<file path="config.mk">
export PLATFORM = sky130hd
export DESIGN_NAME = head_step_ctrl
export DESIGN_NICKNAME = d
export VERILOG_FILES = /design/src/rtl/head_step_pkg.sv /design/src/rtl/head_step_fsm.sv /design/src/rtl/head_step_dp.sv /design/src/rtl/head_step_ctrl.sv
export SDC_FILE = /design/constraint.sdc
export NUM_CORES = 1
export LEC_CHECK = 0
export BUFFER_PORTS_ARGS = -buffer_cell sky130_fd_sc_hd__buf_2
export CORE_AREA = 2 2 106 87
export DETAILED_ROUTE_END_ITERATION = 8
export DIE_AREA = 0 0 108 89
export PLACE_DENSITY = 0.8
export SKIP_LAST_GASP = 1
export SLEW_MARGIN = 0
export SYNTH_ARGS = -nofsm -noshare
export SYNTH_HDL_FRONTEND = slang
export SYNTH_HIERARCHICAL = 1
export SYNTH_SLANG_ARGS = --single-unit
export TNS_END_PERCENT = 100
</file>
<file path="constraint.sdc">
create_clock -name clk -period 5.5 [get_ports clk]
set_input_delay 0 -clock clk [delete_from_list [all_inputs] [get_ports clk]]
set_output_delay 0 -clock clk [all_outputs]
set_load 0.02 [all_outputs]
</file>
<file path="src/rtl/head_step_pkg.sv">
package head_step_pkg;

  typedef enum logic [1:0] {
    S_IDLE,
    S_ARM,
    S_HIGH,
    S_LOW
  } stepState_t;

  // strobes from control to datapath
  typedef struct packed {
    logic latchReq;
    logic stepNow;
    logic endHigh;
    logic tickLow;
    logic finishOk;
    logic finishFail;
  } ctrlStrobe_t;

  // conditions from datapath to control
  typedef struct packed {
    logic isRecal;
    logic atTarget;
    logic trackZero;
    logic limitHit;
    logic gapDone;
  } dpFlags_t;

  localparam logic [7:0] ST0_IDLE = 8'h80;

endpackage

</file>
<file path="src/rtl/head_step_fsm.sv">
module head_step_fsm
  import head_step_pkg::*;
(
  input  logic        clk,
  input  logic        rst_n,
  input  logic        msTick,
  input  logic        reqValid,
  input  dpFlags_t    flags,
  output logic        reqReady,
  output ctrlStrobe_t ctl
);

  stepState_t state, stateNext;
  logic moveDone, moveOk;

  // decision: a recalibrate ends on track zero or on the step limit
  always_comb begin
    if (flags.isRecal) begin
      moveDone = flags.trackZero | flags.limitHit;
      moveOk   = flags.trackZero;
    end else begin
      moveDone = flags.atTarget;
      moveOk   = flags.atTarget;
    end
  end

  always_comb begin
    stateNext = state;
    ctl       = '0;
    reqReady  = 1'b0;
    unique case (state)
      S_IDLE: begin
        reqReady = 1'b1;
        if (reqValid) begin
          ctl.latchReq = 1'b1;
          stateNext    = S_ARM;
        end
      end
      S_ARM: begin
        if (moveDone) begin
          ctl.finishOk   = moveOk;
          ctl.finishFail = ~moveOk;
          stateNext      = S_IDLE;
        end else if (msTick) begin
          ctl.stepNow = 1'b1;
          stateNext   = S_HIGH;
        end
      end
      S_HIGH: begin
        if (msTick) begin
          ctl.endHigh = 1'b1;
          stateNext   = S_LOW;
        end
      end
      S_LOW: begin
        if (msTick) begin
          if (!flags.gapDone) begin
            ctl.tickLow = 1'b1;
          end else if (moveDone) begin
            ctl.finishOk   = moveOk;
            ctl.finishFail = ~moveOk;
            stateNext      = S_IDLE;
          end else begin
            ctl.stepNow = 1'b1;
            stateNext   = S_HIGH;
          end
        end
      end
      default: stateNext = S_IDLE;
    endcase
  end

  always_ff @(posedge clk or negedge rst_n) begin
    if (!rst_n) state <= S_IDLE;
    else        state <= stateNext;
  end

endmodule

</file>
<file path="src/rtl/head_step_dp.sv">
module head_step_dp
  import head_step_pkg::*;
#(
  parameter int NUM_DRIVES  = 4,
  parameter int CYL_W       = 8,
  parameter int RATE_W      = 4,
  parameter int RECAL_LIMIT = 77,
  localparam int UNIT_W     = (NUM_DRIVES > 1) ? $clog2(NUM_DRIVES) : 1
) (
  input  logic                  clk,
  input  logic                  rst_n,
  input  ctrlStrobe_t           ctl,
  input  logic                  specWe,
  input  logic [RATE_W-1:0]     specRate,
  input  logic                  reqRecal,
  input  logic [UNIT_W-1:0]     reqUnit,
  input  logic                  reqHead,
  input  logic [CYL_W-1:0]      reqCyl,
  input  logic                  senseRd,
  input  logic [NUM_DRIVES-1:0] trackZero,
  output dpFlags_t              flags,
  output logic                  stepOut,
  output logic                  dirOut,
  output logic [UNIT_W-1:0]     stepUnit,
  output logic [NUM_DRIVES-1:0] driveBusy,
  output logic                  intPending,
  output logic [7:0]            st0Out,
  output logic [CYL_W-1:0]      pcnOut
);

  localparam int CNT_W = $clog2(RECAL_LIMIT + 1);
  localparam int GAP_W = RATE_W + 1;
  localparam logic [GAP_W-1:0] GAP_FULL = GAP_W'(1 << RATE_W);

  logic [UNIT_W-1:0]   curUnit;
  logic                curHead;
  logic                curRecal;
  logic [CYL_W-1:0]    target;
  logic [CNT_W-1:0]    stepCnt;
  logic [GAP_W-1:0]    gapTimer;
  logic [RATE_W-1:0]   rateQ;
  logic [7:0]          st0Reg;
  logic [CYL_W-1:0]    pcnReg;
  logic [NUM_DRIVES-1:0][CYL_W-1:0] pcnAll;
  logic [CYL_W-1:0]    curPcn;
  logic [GAP_W-1:0]    gapLen;
  logic                goUp;
  logic                finishAny;

  assign curPcn    = pcnAll[curUnit];
  assign gapLen    = GAP_FULL - {1'b0, rateQ};
  assign goUp      = ~curRecal & (target > curPcn);
  assign finishAny = ctl.finishOk | ctl.finishFail;

  assign flags.isRecal   = curRecal;
  assign flags.atTarget  = (curPcn == target);
  assign flags.trackZero = trackZero[curUnit];
  assign flags.limitHit  = (stepCnt == CNT_W'(RECAL_LIMIT));
  assign flags.gapDone   = (gapTimer == gapLen - GAP_W'(1));

  // one cylinder register and busy bit per drive
  for (genvar g = 0; g < NUM_DRIVES; g++) begin : g_drive
    logic [CYL_W-1:0] pcnQ;
    logic             busyQ;
    logic             selHit;
    assign selHit = (curUnit == UNIT_W'(g));

    always_ff @(posedge clk or negedge rst_n) begin
      if (!rst_n) begin
        pcnQ <= '0;
      end else if (ctl.stepNow && selHit && !curRecal) begin
        pcnQ <= goUp ? pcnQ + CYL_W'(1) : pcnQ - CYL_W'(1);
      end else if (ctl.finishOk && selHit && curRecal) begin
        pcnQ <= '0;
      end
    end

    always_ff @(posedge clk or negedge rst_n) begin
      if (!rst_n)                                    busyQ <= 1'b0;
      else if (ctl.latchReq && reqUnit == UNIT_W'(g)) busyQ <= 1'b1;
      else if (finishAny)                            busyQ <= 1'b0;
    end

    assign pcnAll[g]    = pcnQ;
    assign driveBusy[g] = busyQ;
  end

  // latched request and step counting
  always_ff @(posedge clk or negedge rst_n) begin
    if (!rst_n) begin
      curUnit  <= '0;
      curHead  <= 1'b0;
      curRecal <= 1'b0;
      target   <= '0;
      stepCnt  <= '0;
    end else if (ctl.latchReq) begin
      curUnit  <= reqUnit;
      curHead  <= reqHead;
      curRecal <= reqRecal;
      target   <= reqCyl;
      stepCnt  <= '0;
    end else if (ctl.stepNow) begin
      stepCnt  <= stepCnt + CNT_W'(1);
    end
  end

  // pulse shaping and gap timer
  always_ff @(posedge clk or negedge rst_n) begin
    if (!rst_n) begin
      stepOut  <= 1'b0;
      dirOut   <= 1'b0;
      gapTimer <= '0;
    end else begin
      if (ctl.stepNow) begin
        stepOut <= 1'b1;
        dirOut  <= goUp;
      end else if (ctl.endHigh) begin
        stepOut <= 1'b0;
      end
      if (ctl.endHigh)      gapTimer <= '0;
      else if (ctl.tickLow) gapTimer <= gapTimer + GAP_W'(1);
    end
  end

  always_ff @(posedge clk or negedge rst_n) begin
    if (!rst_n)      rateQ <= '0;
    else if (specWe) rateQ <= specRate;
  end

  // completion status and sense path
  always_ff @(posedge clk or negedge rst_n) begin
    if (!rst_n) begin
      intPending <= 1'b0;
      st0Reg     <= '0;
      pcnReg     <= '0;
    end else if (finishAny) begin
      intPending <= 1'b1;
      st0Reg     <= {1'b0, ctl.finishFail, 1'b1, ctl.finishFail,
                     1'b0, curHead, 2'(curUnit)};
      pcnReg     <= (ctl.finishOk && curRecal) ? '0 : curPcn;
    end else if (senseRd) begin
      intPending <= 1'b0;
    end
  end

  assign stepUnit = curUnit;
  assign st0Out   = intPending ? st0Reg : ST0_IDLE;
  assign pcnOut   = pcnReg;

endmodule

</file>
<file path="src/rtl/head_step_ctrl.sv">
module head_step_ctrl
  import head_step_pkg::*;
#(
  parameter int NUM_DRIVES  = 4,
  parameter int CYL_W       = 8,
  parameter int RATE_W      = 4,
  parameter int RECAL_LIMIT = 77,
  localparam int UNIT_W     = (NUM_DRIVES > 1) ? $clog2(NUM_DRIVES) : 1
) (
  input  logic                  clk,
  input  logic                  rst_n,
  input  logic                  msTick,
  input  logic                  specWe,
  input  logic [RATE_W-1:0]     specRate,
  input  logic                  reqValid,
  input  logic                  reqRecal,
  input  logic [UNIT_W-1:0]     reqUnit,
  input  logic                  reqHead,
  input  logic [CYL_W-1:0]      reqCyl,
  output logic                  reqReady,
  input  logic [NUM_DRIVES-1:0] trackZero,
  input  logic                  senseRd,
  output logic                  stepOut,
  output logic                  dirOut,
  output logic [UNIT_W-1:0]     stepUnit,
  output logic [NUM_DRIVES-1:0] driveBusy,
  output logic                  intPending,
  output logic [7:0]            st0Out,
  output logic [CYL_W-1:0]      pcnOut
);

  ctrlStrobe_t ctl;
  dpFlags_t    flags;

  head_step_fsm u_fsm (
    .clk      (clk),
    .rst_n    (rst_n),
    .msTick   (msTick),
    .reqValid (reqValid),
    .flags    (flags),
    .reqReady (reqReady),
    .ctl      (ctl)
  );

  head_step_dp #(
    .NUM_DRIVES  (NUM_DRIVES),
    .CYL_W       (CYL_W),
    .RATE_W      (RATE_W),
    .RECAL_LIMIT (RECAL_LIMIT)
  ) u_dp (
    .clk        (clk),
    .rst_n      (rst_n),
    .ctl        (ctl),
    .specWe     (specWe),
    .specRate   (specRate),
    .reqRecal   (reqRecal),
    .reqUnit    (reqUnit),
    .reqHead    (reqHead),
    .reqCyl     (reqCyl),
    .senseRd    (senseRd),
    .trackZero  (trackZero),
    .flags      (flags),
    .stepOut    (stepOut),
    .dirOut     (dirOut),
    .stepUnit   (stepUnit),
    .driveBusy  (driveBusy),
    .intPending (intPending),
    .st0Out     (st0Out),
    .pcnOut     (pcnOut)
  );

endmodule

</file>
Word-level counts from Yosys, hierarchy flattened
Index checks and enable logic that the tools add are counted.
{ "classes": {"muxes": 57, "add_sub_neg": 12, "bitwise_logic": 5, "reduce_logical": 38, "order_cmp": 2, "eq_ne": 17} }
{ "op_table": {"columns": ["op", "count"], "rows": [
  ["$mux 8", 15],
  ["$add 8x1->8 const B", 4],
  ["$sub 8x1->8 const B", 4],
  ["$reduce_bool 2->1", 12],
  ["$mux 1", 23],
  ["$logic_and 1x1->1", 21],
  ["$mux 2", 9],
  ["$bmux 8 s2", 1],
  ["$mux 7", 2],
  ["$eq 2x2->1 const B", 6],
  ["$mux 5", 2],
  ["$eq 8x8->1", 1],
  ["$gt 8x8->1", 1],
  ["$pmux 2 s4", 1],
  ["$add 7x1->7 const B", 1],
  ["$eq 7x7->1 const B", 1],
  ["$eq 2x1->1 const B", 3],
  ["$logic_not 2->1", 3],
  ["$ne 2x2->1 const B", 3],
  ["$add 5x1->5 const B", 1],
  ["$eq 5x5->1", 1],
  ["$reduce_and 5->1", 1],
  ["$sub 5x1->5 const B", 1],
  ["$sub 5x4->5 const A", 1],
  ["11 further kinds", 13]
]} }
{ "totals": {"word_cells": 152, "out_inout_bits": 26, "inputBits": 26, "regBits": 83} }

Logic depth before layout (Yosys ltp)
{ "depth": {"ltp_word": 13, "mapped_depth": 16, "mapped_depth_nobuf": 15} }

Cells and area by module
The synthesis kept the hierarchy.
{ "by_module_without_submodules": {"columns": ["mod", "cells_per_inst", "seq_area_each_um2", "instances", "area_each_um2"], "rows": [
  ["head_step_dp", 481, 2001.9, 1, 4813.4],
  ["head_step_fsm", 26, 50.0, 1, 211.5]
]} }

Worst setup path before layout
No wires, ideal clock.
{ "synth_timing": {"path_type": "register to register", "from": "reg u_dp.curUnit[0], in the netlist u_dp/stepUnit[0]", "to": "reg u_dp.g_drive[1].pcnQ[6]", "path_stages_with_launch": 17, "period_less_slack_ns": 5.068, "setup_slack_ns": 0.432, "setup_ns": 0.122, "n_path_buf": 1, "arrival_ns": 4.947, "t_required_ns": 5.378, "path_cell_list": "dfrtp_1 > buf_2 > mux4_2 > inv_1 > ha_1 > nor2b_4 > o211a_1 > o21a_1 > nor2_1 > inv_1 > fa_1 > nor2b_1 > o21ai_0 > a21boi_0 > o21a_1 > o21ai_0 > a32o_1"} }
{ "synth_via": {"elab_cells_between_ends": 27, "cone_classes": "order compare (1); eq/ne (2); mux (17); bitwise (2); reduce/logical (5)"} }
{ "synth_lines": {"columns": ["item", "line_no", "rtl"], "rows": [
  ["from (decl)", "head_step_dp.sv:35", "logic [UNIT_W-1:0] curUnit;"],
  ["from (signal assigned)", "head_step_dp.sv:97", "curUnit <= reqUnit;"],
  ["$bmux 8 s2", "head_step_dp.sv:50", "assign curPcn = pcnAll[curUnit];"],
  ["$mux 8 (not written as such)", "head_step_dp.sv:50", null],
  ["$gt 8x8->1", "head_step_dp.sv:52", "assign goUp = ~curRecal & (target > curPcn);"],
  ["$and 1x1->1", "head_step_dp.sv:52", null],
  ["via u_dp.goUp", "head_step_dp.sv:47", "logic goUp;"],
  ["$mux 8", "head_step_dp.sv:72", "pcnQ <= goUp ? pcnQ + CYL_W'(1) : pcnQ - CYL_W'(1);"],
  ["$mux 8", "head_step_dp.sv:71", "end else if (ctl.stepNow && selHit && !curRecal) begin"],
  ["to (signal assigned)", "head_step_dp.sv:72", null],
  ["to (decl)", "head_step_dp.sv:63", "logic [CYL_W-1:0] pcnQ;"]
]} }
The timed path passes the listed nets, and every way through them passes these cells. The select of a mux whose other input is x is not followed.
A chain may end at the register's enable or synchronous reset.

Worst setup path in the final report
{ "layout_timing": {"from": "reg u_dp.curUnit[0], in the netlist u_dp/stepUnit[0]", "to": "reg u_dp.g_drive[3].pcnQ[7]"} }
{ "layout_via": {"elab_chain_cells": 11, "elab_cells_between_ends": 27, "cone_classes": "order compare (1); eq/ne (2); mux (17); bitwise (2); reduce/logical (5)"} }
{ "layout_lines": {"columns": ["item", "line_no", "rtl"], "rows": [
  ["$bmux 8 s2 / $bmux 1 s2 (equally long branches)", "head_step_dp.sv:50, head_step_dp.sv:57", null],
  ["$mux 8 (not written as such) / $mux 1 (equally long branches)", "head_step_dp.sv:50, head_step_dp.sv:57", null],
  ["$eq 8x8->1 / $or 1x1->1 (equally long branches)", "head_step_dp.sv:56, head_step_fsm.sv:19", null],
  ["$mux 1", "head_step_fsm.sv:18", "if (flags.isRecal) begin"],
  ["$mux 1 / $mux 2 (equally long branches)", "head_step_fsm.sv:59, head_step_fsm.sv:40", null],
  ["$mux 1 / $mux 2 (equally long branches)", "head_step_fsm.sv:57", "if (!flags.gapDone) begin"],
  ["$mux 1 / $mux 3 (equally long branches)", "head_step_fsm.sv:56", "if (msTick) begin"],
  ["$pmux 1 s2 / $pmux 2 s2 (equally long branches)", "head_step_fsm.sv:31", "unique case (state)"],
  ["$logic_and 1x1->1 (on tied branches) (2 in series)", "head_step_dp.sv:71, head_step_dp.sv:73", null],
  ["$mux 8 / $reduce_bool 2->1 (equally long branches)", null, null],
  ["to (signal assigned)", "head_step_dp.sv:72", null],
  ["to (decl)", "head_step_dp.sv:63", null]
]} }
Several ways; a longest one is shown, not always the timed one. The select of a mux whose other input is x is not followed.

==> reports/qor.csv <==
stage;metric;value;unit
worst_hold_path;hold_class;in2reg;
grt;grt-ovfl-total;0;
yosys;synth_most_common_cell;dfrtp_1;
sta;fin_hold_ws;225;ps
detailed_routing;drt_iter0_drc;309;
worst_setup_path;worstPathCellList;mux4_2 > inv_1 > ha_1 > nor2b_4 > o211a_1 > o21a_1 > nor2_2 > buf_4 > ha_1 > a211oi_1 > o21ai_0 > a31oi_1 > a21oi_1 > o21ai_0 > a21bo_1;
clocking;clock_path_buffers;2;
detailed_routing;routedWlPerCell;16.6;µm
die;start_util;0.595;
sta;relSlewSlack;0.307;
yosys;ys_seq_area_frac;0.408;
detailed_routing;drc;0;
clocking;h-tree-depth;3;
sta;worst_pin_slew;1030;ps
worst_setup_path;critPathMaxFanout;19;
yosys;synthArstFlopShare;1.00;
detailed_routing;routed_wl;11600;µm
placement;dp_hpwl;8150;µm
finish;finalNonFillerCells;699;
status;status;complete, no violations;
die;die_w;108;µm
worst_hold_path;min-delay-start;reqValid;
worst_setup_path;rr_endpoint;u_dp/g_drive[3].pcnQ[7];
clocking;cts.repair.resized;0;
yosys;synth_top_family_by_area;compound AO/OA/AOI/OAI gates;
finish;stdcell_area;0.00582;mm²
grt;grt_pass1_wl;19200;µm
worst_setup_path;cp_top_family;compound AO/OA/AOI/OAI gates;
detailed_routing;drt_first_pass_iters;4;
clocking;cts_tree;yes;
sta;fin_skew;18.5;ps
worst_setup_path;path_buf_inv;2;
worst_setup_path;max_stage_delay;890;ps
worst_setup_path;ff2ff_setup_slack;590;ps
sta;fmax;204;MHz
sta;tns;0;ps
worst_setup_path;critPathLaunchType;flop;
clocking;root_buffer;clkbuf_8;
die;core;0.00845;mm²
yosys;muxShareOfSynthArea;0.0964;
worst_setup_path;critPathCapture;u_dp/g_drive[3].pcnQ[7];
finish;syn2layout_area_growth;15.8;%
placement;dp.cells;659;
detailed_routing;ant_nets;0;
grt;grt_max_degree;83;
yosys;synth_edf_count;0;
grt;grt_pass1_vias;3990;
sta;hold_viol;0;
worst_setup_path;worstPathArrival;5180;ps
worst_setup_path;endpoint_kind;flop;
finish;drive_above_1_share;0.191;
yosys;synth_compound_area_frac;0.169;
worst_setup_path;r2r-start;u_dp/stepUnit[0];
clocking;cts_setup_buffers;0;
yosys;syn_inst;507;
placement;io_buffers;50;
die;io_pins;52;
yosys;synth-adder-area-share;0.103;
finish;final_net_count;647;
worst_setup_path;worstSetupPathDepth;15;
sta;rsz0062_at_grt;no;
clocking;cts-buffers-inserted;9;
yosys;yosys_warnings;6;
yosys;syn_area;0.00502;mm²
yosys;synth_seq_cells;82;
worst_setup_path;critPathRequiredTime;5770;ps
clocking;path_clk_slew;100;ps
worst_hold_path;worstHoldPathCells;4;
clocking;clkLatencyLatePin;380;ps
detailed_routing;dr_total_vias;4062;
yosys;synth.largest_area_cell;dfrtp_1;
worst_setup_path;ff2ff_path_depth;15;
die;die_h;89;µm
clocking;clkSinkCount;82;
yosys;syn_nets;572;
finish;final.fill_count;615;
yosys;synth_common_cells;82 x dfrtp_1, 69 x o21ai_0, 61 x nand2_1, 35 x ha_1, 35 x inv_1;
yosys;synth.distinct_cells;51;
sta;timing.final.crit_share;0.893;
grt;track_usage;0.261;
yosys;synthTopCellsByArea;dfrtp_1 41%, ha_1 8.7%, o21ai_0 6.9%;
worst_setup_path;cp_slowest_cell;dfrtp_1;
yosys;synthFlopType;dfrtp_1;
run;cap_violations;0;
worst_setup_path;worstSetupPathType;reg2reg;
placement;globalplace.congestion;0.946;
sta;period_minus_slack;4910;ps
sta;setup_viol;0;
yosys;synth_top_area_frac;0.408;
yosys;synth_xor_area_frac;0.0366;
sta;slew_violations;0;
detailed_routing;vias_per_cell;5.81;
yosys;synth-simple-area-share;0.140;
grt;antenna_found_initial;0;
worst_setup_path;crit_start;u_dp/stepUnit[0];
die;die-area;0.00961;mm²
placement;place_area;0.00537;mm²
finish;diodes;0;
yosys;avgSynthCellArea;9.91;µm²
die;rows;30;
-- per-stage QoR --
stage                util  setup slack, ps
floorplan               -              432
global placement    0.636              897
detailed placement  0.636              694
CTS                 0.689              660
global route        0.689              198
finish              0.689              587
-- tightest hold or removal path: stages --
cell     delay, ps
buf_2           90
nor3b_2        140
buf_4          210
nor2_1         120
-- cells in the final DEF, fill, tap and decap left out, drive strengths merged, types with 4 or more instances in the layout --
cell         count
nor3b            4
o21ai           70
ha              35
dfrtp           82
nor2            23
nor2b            7
inv             37
o31ai            6
mux4             9
nand2           62
clkbuf          10
a31oi            4
nand2b           7
nor3            10
a211oi          10
xor2            18
mux2            17
buf             56
and2             6
nand3            4
o21a             6
fa               4
a21o             6
or3              9
mux2i            9
nand4            8
a21oi           15
dlygate4sd3     24
-- logic make-up after synthesis --
| kind of cell | Yosys count |
|---|---|
| AO/OA/AOI/OAI | 135 |
| XOR/XNOR | 21 |
| adder cells (fa/ha/maj) | 39 |
| buffers and inverters | 51 |
| flip-flops | 82 |
| multiplexers | 35 |
| other | 1 |
| AND/OR/NAND/NOR | 143 |
-- cell type report --
class / count / area, µm² / area share
tap: 112 / 140 / 0.0241
multi-input combinational: 374 / 2750 / 0.472
clock buffer: 10 / 138 / 0.0237
inverter: 35 / 131 / 0.0226
clock inverter: 6 / 72.6 / 0.0125
sequential: 82 / 2050 / 0.353
timing repair buffer: 80 / 538 / 0.0925
-- registers in the layout, indices dropped and copies added, names as in the netlist, named ones only --
register            cells
u_dp/g_drive.pcnQ      32
u_dp/pcnOut             8
u_dp/target             8
u_dp/stepCnt            7
u_dp/gapTimer           5
u_dp/st0Reg             5
u_dp/g_drive.busyQ      4
u_dp/rateQ              4
u_dp/stepUnit           2
u_dp/curHead            1
u_dp/curRecal           1
u_dp/dirOut             1
u_dp/intPending         1
u_dp/stepOut            1
u_fsm/state             1
-- routing by layer --
metal | share of wire | GRT usage
met5 | 0 | 0
met4 | 0.022 | 0.0979
met3 | 0.061 | 0.0700
met2 | 0.46 | 0.431
met1 | 0.45 | 0.335
-- how the worst min path moves through the flow --
stage / end / slack [ps]
global placement: u_dp/intPending / 190
CTS: u_dp/stepCnt[0] / 220
detailed placement: u_dp/intPending / 200
global route: u_dp/stepCnt[2] / 250
finish: u_dp/stepCnt[2] / 230
floorplan: u_dp/curHead / -300
-- what timing repair did --
| action | 4_1_cts | 5_1_grt |
|---|---|---|
| setup endpoints to repair | 0 | 0 |
| hold buffers | 24 | 0 |
| endpoints found under the hold margin | 105 | 0 |
Power is not shown: default switching activity piles up to over one toggle a cycle in this logic, so the estimate is an artifact.
